[config.mk]
export PLATFORM = sky130hd
export DESIGN_NAME = irq_prio_ctrl
export DESIGN_NICKNAME = d
export VERILOG_FILES = /design/src/rtl/irq_prio_pkg.sv /design/src/rtl/irq_prio_enc.sv /design/src/rtl/irq_bank_regs.sv /design/src/rtl/irq_prio_ctrl.sv
export SDC_FILE = /design/constraint.sdc
export NUM_CORES = 1
export LEC_CHECK = 0
export CAP_MARGIN = 20
export CORE_MARGIN = 2
export CORE_UTILIZATION = 52
export DETAILED_ROUTE_END_ITERATION = 10
export GPL_ROUTABILITY_DRIVEN = 0
export PLACE_DENSITY = 0.77
export SYNTH_ARGS = -nofsm -noshare
export SYNTH_HDL_FRONTEND = slang
export SYNTH_SLANG_ARGS = --single-unit
[constraint.sdc]
create_clock -name clk_i -period 7 [get_ports clk_i]
set_input_delay 1.05 -clock clk_i [delete_from_list [all_inputs] [get_ports clk_i]]
set_output_delay 1.05 -clock clk_i [all_outputs]
set_load 0.005 [all_outputs]
[src/rtl/irq_prio_pkg.sv]
package irq_prio_pkg;
  localparam int unsigned CH_DEF   = 16;
  localparam int unsigned BANK_DEF = 8;

  // register address of a bank: pending block first, in-service block after
  function automatic int unsigned bank_addr(input int unsigned n_bank, input int unsigned bank,
                                            input bit in_service);
    return (in_service ? n_bank : 0) + (n_bank - 1 - bank);
  endfunction
endpackage

[src/rtl/irq_prio_enc.sv]
module irq_prio_enc #(
  parameter int unsigned N = 16,
  localparam int unsigned IDX_W = $clog2(N)
) (
  input  logic [N-1:0]     in_i,
  output logic             valid_o,
  output logic [IDX_W-1:0] idx_o
);
  // highest set index wins
  always_comb begin
    valid_o = 1'b0;
    idx_o   = '0;
    for (int i = 0; i < int'(N); i++) begin
      if (in_i[i]) begin
        valid_o = 1'b1;
        idx_o   = IDX_W'(i);
      end
    end
  end
endmodule

[src/rtl/irq_bank_regs.sv]
module irq_bank_regs #(
  parameter int unsigned W = 8
) (
  input  logic         clk_i,
  input  logic         rst_ni,
  input  logic [W-1:0] edge_i,
  input  logic         pend_wr_i,
  input  logic         isr_wr_i,
  input  logic [W-1:0] wdata_i,
  input  logic [W-1:0] ack_hit_i,
  output logic [W-1:0] pend_o,
  output logic [W-1:0] isr_o
);
  logic [W-1:0] pend_q, isr_q, pend_clr, isr_clr, pend_d, isr_d;

  assign pend_clr = pend_wr_i ? ~wdata_i : '0;
  assign isr_clr  = isr_wr_i  ? ~wdata_i : '0;

  // new edge beats any clear; ack set beats software clear
  assign pend_d = (pend_q & ~pend_clr & ~ack_hit_i) | edge_i;
  assign isr_d  = (isr_q & ~isr_clr) | ack_hit_i;

  always_ff @(posedge clk_i or negedge rst_ni) begin
    if (!rst_ni) begin
      pend_q <= '0;
      isr_q  <= '0;
    end else begin
      pend_q <= pend_d;
      isr_q  <= isr_d;
    end
  end

  assign pend_o = pend_q;
  assign isr_o  = isr_q;
endmodule

[src/rtl/irq_prio_ctrl.sv]
module irq_prio_ctrl #(
  parameter int unsigned N_CH   = irq_prio_pkg::CH_DEF,
  parameter int unsigned BANK_W = irq_prio_pkg::BANK_DEF,
  localparam int unsigned ID_W   = $clog2(N_CH),
  localparam int unsigned N_BANK = N_CH / BANK_W,
  localparam int unsigned ADDR_W = $clog2(2 * N_BANK)
) (
  input  logic              clk_i,
  input  logic              rst_ni,
  input  logic [N_CH-1:0]   irq_i,
  input  logic              reg_we_i,
  input  logic [ADDR_W-1:0] reg_addr_i,
  input  logic [BANK_W-1:0] reg_wdata_i,
  output logic [BANK_W-1:0] reg_rdata_o,
  output logic              irq_o,
  input  logic              ack_i,
  output logic [ID_W-1:0]   ack_id_o
);
  import irq_prio_pkg::*;

  logic [N_CH-1:0] irq_q, irq_edge, pend_all, isr_all, ack_hit;
  logic            p_valid, s_valid, ack_take;
  logic [ID_W-1:0] p_idx, s_idx;

  always_ff @(posedge clk_i or negedge rst_ni) begin
    if (!rst_ni) irq_q <= '0;
    else         irq_q <= irq_i;
  end

  assign irq_edge = irq_i & ~irq_q;

  irq_prio_enc #(.N(N_CH)) u_pend_enc (.in_i(pend_all), .valid_o(p_valid), .idx_o(p_idx));
  irq_prio_enc #(.N(N_CH)) u_isr_enc  (.in_i(isr_all),  .valid_o(s_valid), .idx_o(s_idx));

  assign irq_o    = p_valid && (!s_valid || (p_idx > s_idx));
  assign ack_id_o = p_idx;
  assign ack_take = ack_i && irq_o;
  assign ack_hit  = ack_take ? (N_CH'(1) << p_idx) : '0;

  for (genvar b = 0; b < int'(N_BANK); b++) begin : g_bank
    localparam int unsigned PEND_A = bank_addr(N_BANK, b, 1'b0);
    localparam int unsigned ISR_A  = bank_addr(N_BANK, b, 1'b1);
    logic pend_wr, isr_wr;

    assign pend_wr = reg_we_i && (reg_addr_i == ADDR_W'(PEND_A));
    assign isr_wr  = reg_we_i && (reg_addr_i == ADDR_W'(ISR_A));

    irq_bank_regs #(.W(BANK_W)) u_bank (
      .clk_i    (clk_i),
      .rst_ni   (rst_ni),
      .edge_i   (irq_edge[b*BANK_W +: BANK_W]),
      .pend_wr_i(pend_wr),
      .isr_wr_i (isr_wr),
      .wdata_i  (reg_wdata_i),
      .ack_hit_i(ack_hit[b*BANK_W +: BANK_W]),
      .pend_o   (pend_all[b*BANK_W +: BANK_W]),
      .isr_o    (isr_all[b*BANK_W +: BANK_W])
    );
  end

  always_comb begin
    reg_rdata_o = '0;
    for (int b = 0; b < int'(N_BANK); b++) begin
      if (reg_addr_i == ADDR_W'(bank_addr(N_BANK, b, 1'b0)))
        reg_rdata_o = pend_all[b*BANK_W +: BANK_W];
      if (reg_addr_i == ADDR_W'(bank_addr(N_BANK, b, 1'b1)))
        reg_rdata_o = isr_all[b*BANK_W +: BANK_W];
    end
  end
endmodule

; Yosys cells after proc, flatten, opt, wreduce, memory -nomap -nowiden
; Index checks and enable logic that the tools add are counted.
[classes]
order_cmp = 1
eq_ne = 3
shifts = 1
mux = 71
n_bitwise = 19
n_reduce_logical = 9
[ops]
columns = cell, count
row1 = $mux 4, 16
row2 = $mux 8, 8
row3 = $not 8->8, 7
row4 = $and 8x8->8, 6
row5 = $mux 1, 34
row6 = $or 8x8->8, 4
row7 = $mux 3, 8
row8 = $and 16x16->16, 1
row9 = $mux 16, 1
row10 = $not 16->16, 1
row11 = $shl 1x4->16 const A, 1
row12 = $mux 2, 4
row13 = $logic_and 1x1->1, 6
row14 = $eq 2x2->1 const B, 2
row15 = $gt 4x4->1, 1
row16 = $eq 2x1->1 const B, 1
row17 = $logic_not 2->1, 1
row18 = $logic_not 1->1, 1
row19 = $logic_or 1x1->1, 1
[word_totals]
register_bits = 48
in_bits = 30
out_inout_bits = 13
wordCells = 109

; Longest topological paths before layout
; Gate-level depths: netlist of the first run.
[logic_depth]
ltp_word = 24
depth_mapped = 12
mapped_depth_nobuf = 11

; By module
; Synthesis of the first run repeated with hierarchy kept, for this count alone.
[unflattened]
cells_unflattened = 263
hier_area_um2 = 2663.8
[modules_own_cells]
columns = module, instances, cells_each, area_each_um2, seq_area_each_um2
row1 = irq_bank_regs, 2, 56, 660.6, 400.4
row2 = irq_prio_ctrl, 1, 93, 1019.7, 400.4
row3 = irq_prio_enc, 2, 29, 161.4, 0.0

; Least setup slack after synthesis of the first run
; Ideal clock, no wire load.
[synth_timing]
kind = register to output
from = reg g_bank[1].u_bank.pend_q[7]
to = out irq_o
arrival_ns = 2.251
t_required_ns = 5.950
path_slack_ns = 3.699
path_stages_with_launch = 11
n_path_buf = 1
path_cell_list = dfrtp_1 -> clkbuf_1 -> nor2_1 -> o31a_1 -> a311oi_2 -> inv_1 -> ha_1 -> nand4_1 -> o21a_1 -> a21oi_1 -> a21oi_1
[synth_via]
elab_chain_len = 4
word_cells_on_any_way = 5
cone_classes = order compare: 1 / mux: 2 / reduce/logical: 2
[synth_lines]
columns = item, line
row1 = from (decl), irq_bank_regs.sv:14  ; logic [W-1:0] pend_q, isr_q, pend_clr, isr_clr, pend_d, isr_d;
row2 = from (signal assigned), irq_bank_regs.sv:28  ; pend_q <= pend_d;
row3 = $mux 4, irq_prio_enc.sv:14  ; if (in_i[i]) begin
row4 = net ack_id_o[0], irq_prio_ctrl.sv:17  ; output logic [ID_W-1:0] ack_id_o
row5 = $gt 4x4->1, irq_prio_ctrl.sv:35  ; assign irq_o = p_valid && (!s_valid || (p_idx > s_idx));
row6 = $logic_or 1x1->1, irq_prio_ctrl.sv:35
row7 = $logic_and 1x1->1, irq_prio_ctrl.sv:35
row8 = to (decl), irq_prio_ctrl.sv:15  ; output logic irq_o,
; The timed path passes the listed nets, and every way through them passes these cells.

; Final worst setup path of the first run
[layout_timing]
from = reg g_bank[0].u_bank.pend_q[5]
to = out irq_o
[layout_via]
elab_chain_len = 14
word_cells_on_any_way = 25
cone_classes = order compare: 1 / mux: 22 / reduce/logical: 2
[layout_lines]
columns = item, line
row1 = from (decl), irq_bank_regs.sv:14
row2 = from (signal assigned), irq_bank_regs.sv:28
row3 = $mux 3 (3 in series), irq_prio_enc.sv:14
row4 = $mux 4 (8 in series), irq_prio_enc.sv:14
row5 = $gt 4x4->1, irq_prio_ctrl.sv:35
row6 = $logic_or 1x1->1, irq_prio_ctrl.sv:35
row7 = $logic_and 1x1->1 (*), irq_prio_ctrl.sv:35
; Mark *: on every way between the ends. The rest lies on a longest branch, timed or not.

==> impl_results.md, run 1 <==
* Outcome: finished, final reports clean
* Clock power share at 0.223
* Min Tclk post-route at between 4 and 5 ns
* Placed inst area at 3004 µm²
* Total of max-cap violations at 0
* WS Path Type: flop to primary output
* CP endpoint kind: primary output
* Initial antenna violation count at 0
* Final count of negative-setup-slack endpoints at 0
* Worst path required time at 5.95 ns
* EDFF count, synth at 0
* Post-synth top area share at 0.4731
* Clock Skews at around 0.012 ns
* Setup bufs post-CTS at 0
* Detailed placement HPWL at between 4000 and 5000 µm
* Syn_area_per_cell at 10.36 µm²
* Via count at 2201
* CTS tree: yes
* Total gr overflow at 0
* CTS resizes at 0
* Die X at between 70 and 80 µm
* Hold-fix buffers at CTS at 0
* Sequential area share after synthesis at 0.4731
* Starting Density at 0.5375
* Number of cell rows at 25
* Post-synth top area cell: dfrtp_1
* Initial drt markers at 220
* Global Route Usage Sum at 0.2666
* # clock sinks at 48
* CTS Root Cell: clkbuf_8
* Share of cells above drive strength 1 at 0.09343
* Global-route wire length before repair at 10650 µm
* Hold Fails Final Rpt at 0
* Worst-path fanout max at 7
* Final hold slack at 0.4295 ns
* Share of flip-flops with an asynchronous set or reset at 1.000
* Slew Viols, Final at 0
* Post-synth top flop: dfrtp_1
* Pwr/cell area at 284.7 nW/µm²
* Commonest cells post-synth: dfrtp_1, o21ai_0, inv_1
* Core ar. at around 4700 µm²
* Netlist Area Pre-Place at 2539 µm²
* Sw power at between 300 and 400 µW
* Net Sw Frac at 0.3629
* Most common cell in the netlist: dfrtp_1
* Largest net degree at the start of global routing at 49
* Die Area at 5457 µm²
* Clk slew on worst S/H paths at 0.09 ns
* Final wirelength at ~6500 µm
* Setup ws final at 2.562 ns
* # IOs at 43
* Worst IR Drop VDD at 0.1885 mV
* Fin nets at 322
* Vias in the first global route at between 2000 and 2500
* Critical path launch point type: flop
* Relative slew slack at 0.4765
* Clock latency on the worst-skew pair at 0.32 ns
* Cells after Synth at 245
* Number of nets with antenna violations after routing at 0
* Logic pwr share at 0.376
* Worst slew pin tran at 0.7852 ns
* Netlist cell types at 44
* Power, Total at 891.5 µW
* Buffers on Ports at 42
* Design area at around 3100 µm²
* Register bit total from synthesis at 48
* Drt wl/cell at 18.27 µm
* Syn_nets at ~280
* Critical Path AT at between 3 and 4 ns
* Inserted Clock Buffers at 5
* RSZ-0062 raised after global routing: false
* Warnings, synthesis at 0
* Fmax achieved at 0.2253 GHz
* Min-Delay Path Class: flop to flop
* Vias per Instance at roughly 6
* P&R area growth vs syn at 23.36%
* Die Y at 73.87 µm
* CTS Buffer Depth at 2
* Leakage power at 1.270 nW
* Ant diodes at 0
* DRC violation count after routing at 0
* Final period utilization at 0.6340
* Dpl ws at 2.920 ns
* H-tree Lvls at 2
* P_int at 567.9 µW
* Sequential share of power at 0.402
* Drt pass-1 iters at 5
* Final TNS setup at 0 ns
* Synth area leaders: dfrtp_1, o21ai_0, mux4_2, inv_1, o22ai_1
* R2R Setup Slk at around 3.8 ns
==> power by group through the flow <==
stage	logic (mW)	registers, mW	clock network, mW
2_1_floorplan	0.233	0.335	0
3_3_place_gp	0.328	0.360	0
3_5_place_dp	0.332	0.361	0
4_1_cts	0.334	0.357	0.200
5_1_grt	0.368	0.365	0.212
6_report	0.335	0.358	0.198
==> metal layers <==
layer	wire (µm)	GRT usage	part of all wire	vias up
li1	-	-	-	1024
met1	2767	0.3522	0.43	1041
met2	3059	0.4226	0.47	102
met3	426	0.05075	0.066	34
met4	249	0.1273	0.038	0
met5	0	0	0	-
==> worst max-delay path, cell delays in order (launching register included) <==
cell	delay, ns
dfrtp_1	0.46
inv_1	0.07
a221o_1	0.39
a311oi_2	0.43
inv_1	0.20
ha_1	0.32
nand4_1	0.11
o21a_1	0.12
a21oi_1	0.41
a21oi_1	0.09
clkdlybuf4s50_1	0.47
==> stage by stage <==
stage / utilization / instances
6_report: 0.6630 / 356
5_1_grt: 0.6630 / 356
4_1_cts: 0.6588 / 355
3_5_place_dp: 0.6360 / 347
3_3_place_gp: 0.6360 / 347
2_1_floorplan: - / 245
==> path summary, 6_finish.rpt <==
| path | startpoint | end | depth (start not counted) |
|---|---|---|---|
| min in group asynchronous | rst_ni | irq_q[15] | 1 |
| max | g_bank[0].u_bank.pend_o[5] | irq_o | 10 |
| max in group asynchronous | rst_ni | g_bank[1].u_bank.pend_o[3] | 2 |
| min reg2reg | irq_q[10] | g_bank[1].u_bank.pend_o[2] | 1 |
| max reg2reg | g_bank[0].u_bank.pend_o[5] | g_bank[0].u_bank.pend_o[5] | 10 |
| min | irq_q[10] | g_bank[1].u_bank.pend_o[2] | 1 |
==> placed cells by master, fill, tap and decap left out, types with 2 or more instances in the layout <==
master and count:
mux4_1 2, nand2b_1 10, or4_1 3, nand2_1 4, dfrtp_1 48, or2_2 2, o31ai_1 5, or3b_2 2
nor4_1 10, o211ai_1 2, or4_4 3, a21oi_1 5, mux4_2 6, inv_1 24, nor2b_1 3, ha_1 4
a31oi_1 2, o41ai_1 6, nand3_1 3, nor3_1 10, nand3b_1 2, nor4_4 2, o221ai_1 2, o21bai_1 2
clkbuf_8 5, nor2_1 13, o21ai_0 36, clkdlybuf4s50_1 41, o22ai_1 13
==> flip-flops by register name, summed over array words and instances (netlist names) <==
signal,cells
g_bank.u_bank.pend_o,16
irq_q,16
g_bank.u_bank.isr_o,16
==> cell type report <==
class,count,area (µm²)
Clock buffer,6,72.57
Clock inverter,2,35.03
Fill cell,388,1592
Inverter,24,90.09
Multi-Input combinational cell,166,1214
Sequential cell,48,1201
Tap cell,67,83.83
Timing Repair Buffer,43,435.4
==> logic make-up after synthesis <==
family / after synthesis / share of synthesized area
compound gates: 84 / 0.2124
fa+ha+maj: 4 / 0.01971
buf+inv: 31 / 0.04879
flops: 48 / 0.4731
mux: 8 / 0.07393
simple gates: 70 / 0.1720
Power figures use the tool's default switching activity.
==> run 2: changes to the inputs <==
--- a/config.mk
+++ b/config.mk
@@ -7,10 +7,10 @@
 export LEC_CHECK = 0
 export CAP_MARGIN = 20
 export CORE_MARGIN = 2
-export CORE_UTILIZATION = 52
+export CORE_UTILIZATION = 48
 export DETAILED_ROUTE_END_ITERATION = 10
 export GPL_ROUTABILITY_DRIVEN = 0
-export PLACE_DENSITY = 0.77
+export PLACE_DENSITY = 0.75
 export SYNTH_ARGS = -nofsm -noshare
 export SYNTH_HDL_FRONTEND = slang
 export SYNTH_SLANG_ARGS = --single-unit
==> constraint.sdc (replaced) <==
create_clock -name clk_i -period 4 [get_ports clk_i]
set_input_delay 0.6 -clock clk_i [delete_from_list [all_inputs] [get_ports clk_i]]
set_output_delay 0.6 -clock clk_i [all_outputs]
set_load 0.005 [all_outputs]
==> impl_results.md, run 2 (same netlist as run 1, synthesis figures left out) <==
* Outcome: finished, final reports clean
* Clk slew on worst S/H paths at 0.08 ns
* # clock sinks at 48
* Fin nets at 322
* WS Path Type: flop to primary output
* H-tree Lvls at 2
* Filler Cell Count at 464
* P&R area growth vs syn at 23.36%
* Net Sw Frac at 0.3761
* Global-route wire length before repair at ~11000 µm
* DRC violation count after routing at 0
* Die X at 76.73 µm
* Worst path required time at 3.40 ns
* Min-Delay Path Class: input port to asynchronous set/reset pin
* Largest net degree at the start of global routing at 49
* Slew Viols, Final at 0
* Leakage power at roughly 1.3 nW
* Setup bufs post-CTS at 0
* Sw power at 574.9 µW
* Core ar. at roughly 5000 µm²
* Dpl ws at ~0.43 ns
* Layout Cells excl Fill at 359
* Min Tclk post-route at 3.837 ns
* Setup ws final at 0.1632 ns
* Worst-path fanout max at 7
* Origin of the worst setup path: g_bank[1].u_bank.pend_o[3]
* CP endpoint kind: primary output
* Die Y at 76.73 µm
* Fmax achieved at 0.2606 GHz
* CTS tree: yes
* CTS Buffer Depth at 2
* Final wirelength at 6587 µm
* Vias in the first global route at 2132
* Total gr overflow at 0
* Number of cell rows at 26
* Vias per Instance at 6.320
* Crit-path max cell delay at 0.52 ns
* Drt wl/cell at 18.35 µm
* Worst slew pin tran at around 0.74 ns
* Critical path launch point type: flop
* Inserted Clock Buffers at 5
* Global Route Usage Sum at 0.2372
* Starting Density at 0.4971
* Initial antenna violation count at 0
* R2R Path Start: g_bank[0].u_bank.pend_o[2]
* Die Area at between 5000 and 6000 µm²
* Buffers on Ports at 42
* Detailed placement HPWL at between 4000 and 5000 µm
* Share of cells above drive strength 1 at 0.1003
* Final count of negative-setup-slack endpoints at 0
* Ant diodes at 0
* Worst path slowest cell: clkdlybuf4s50_1
* Clock Skews at between 0.004 and 0.005 ns
* Critical Path AT at between 3 and 4 ns
* Number of nets with antenna violations after routing at 0
* Most frequent cells in the layout: dfrtp_1, clkdlybuf4s50_1, o21ai_0
* CTS Root Cell: clkbuf_8
* Drt pass-1 iters at 5
* Worst IR Drop VDD at 0.2339 mV
* P_int at 953.6 µW
* Logic pwr share at 0.398
* Final period utilization at 0.9592
* Dpl cells at 350
* Relative slew slack at 0.5040
* # IOs at 43
* Via count at 2269
* Most common cell after layout, fill and taps aside: dfrtp_1
* Initial drt markers at 196
* R2R cell count at 10
* Total of max-cap violations at 0
* Pwr/cell area at 488.1 nW/µm²
* Clock power share at 0.191
* Clock latency on the worst-skew pair at roughly 0.3 ns
* Hold Fails Final Rpt at 0
* Crit-path cells: nor2_1 -> o31ai_1 -> a31oi_1 -> inv_1 -> ha_1 -> nand2_1 -> o211ai_1 -> a21oi_2 -> a21oi_1 -> clkdlybuf4s50_1
* Sequential share of power at 0.411
==> run 2: path summary, 6_finish.rpt <==
path                                         endpoint  slack [ns]
setup / recovery                                irq_o        0.16
hold reg to reg            g_bank[1].u_bank.pend_o[7]        0.42
hold / removal             g_bank[0].u_bank.pend_o[7]        0.29
setup reg to reg           g_bank[0].u_bank.pend_o[4]        0.81
max in group asynchronous                   irq_q[10]        3.20
min in group clk_i         g_bank[1].u_bank.pend_o[7]        0.42
==> run 2: layout make-up <==
class | count | area [µm²] | area share
tap | 70 | 87.58 | 0.02797
inverter | 24 | 90.09 | 0.02877
clock inverter | 2 | 10.01 | 0.003196
timing repair buffer | 43 | 442.9 | 0.1414
clock buffer | 6 | 82.58 | 0.02637
sequential | 48 | 1201 | 0.3835
multi-input combinational | 166 | 1217 | 0.3887
==> run 2: metal layers <==
layer	routed length, µm	global-route usage	vias to the layer above
li1	-	-	1023
met1	2686	0.3339	1097
met2	3131	0.3693	135
met3	621	0.04706	14
met4	148	0.08182	0
met5	0	0	-
==> run 2: power by group through the flow <==
stage | logic, mW | registers, mW | clock network (mW)
global placement | 0.565 | 0.633 | 0
global route | 0.661 | 0.635 | 0.316
detailed placement | 0.582 | 0.634 | 0
floorplan | 0.408 | 0.587 | 0
finish | 0.608 | 0.629 | 0.292
CTS | 0.583 | 0.624 | 0.298
==> run 2: timing repair <==
action	in CTS	in global routing
setup endpoints to repair	0	1
hold endpoints to repair	0	0
gates resized for setup	0	1
hold buffers	0	0
==> run 2: stage by stage <==
stage	power [mW]	cell area, µm²	hold WS [ns]	util	setup TNS, ns
after CTS	1.506	3100	0.4254	0.6071	0
after global placement	1.198	3008	0.4099	0.5889	0
after floorplan	0.9946	2539	0.3044	-	0
final	1.529	3132	0.2853	0.6132	0
after global routing	1.611	3132	0.3281	0.6132	-0.006859
after detailed placement	1.216	3008	0.4137	0.5889	0
==> run 2: critical path, delay by kind of cell (launching register included) <==
kind,cells,cell delay [ns]
compound gates,5,1.07
flops,1,0.46
buf+inv,2,0.69
simple gates,2,0.38
fa+ha+maj,1,0.33
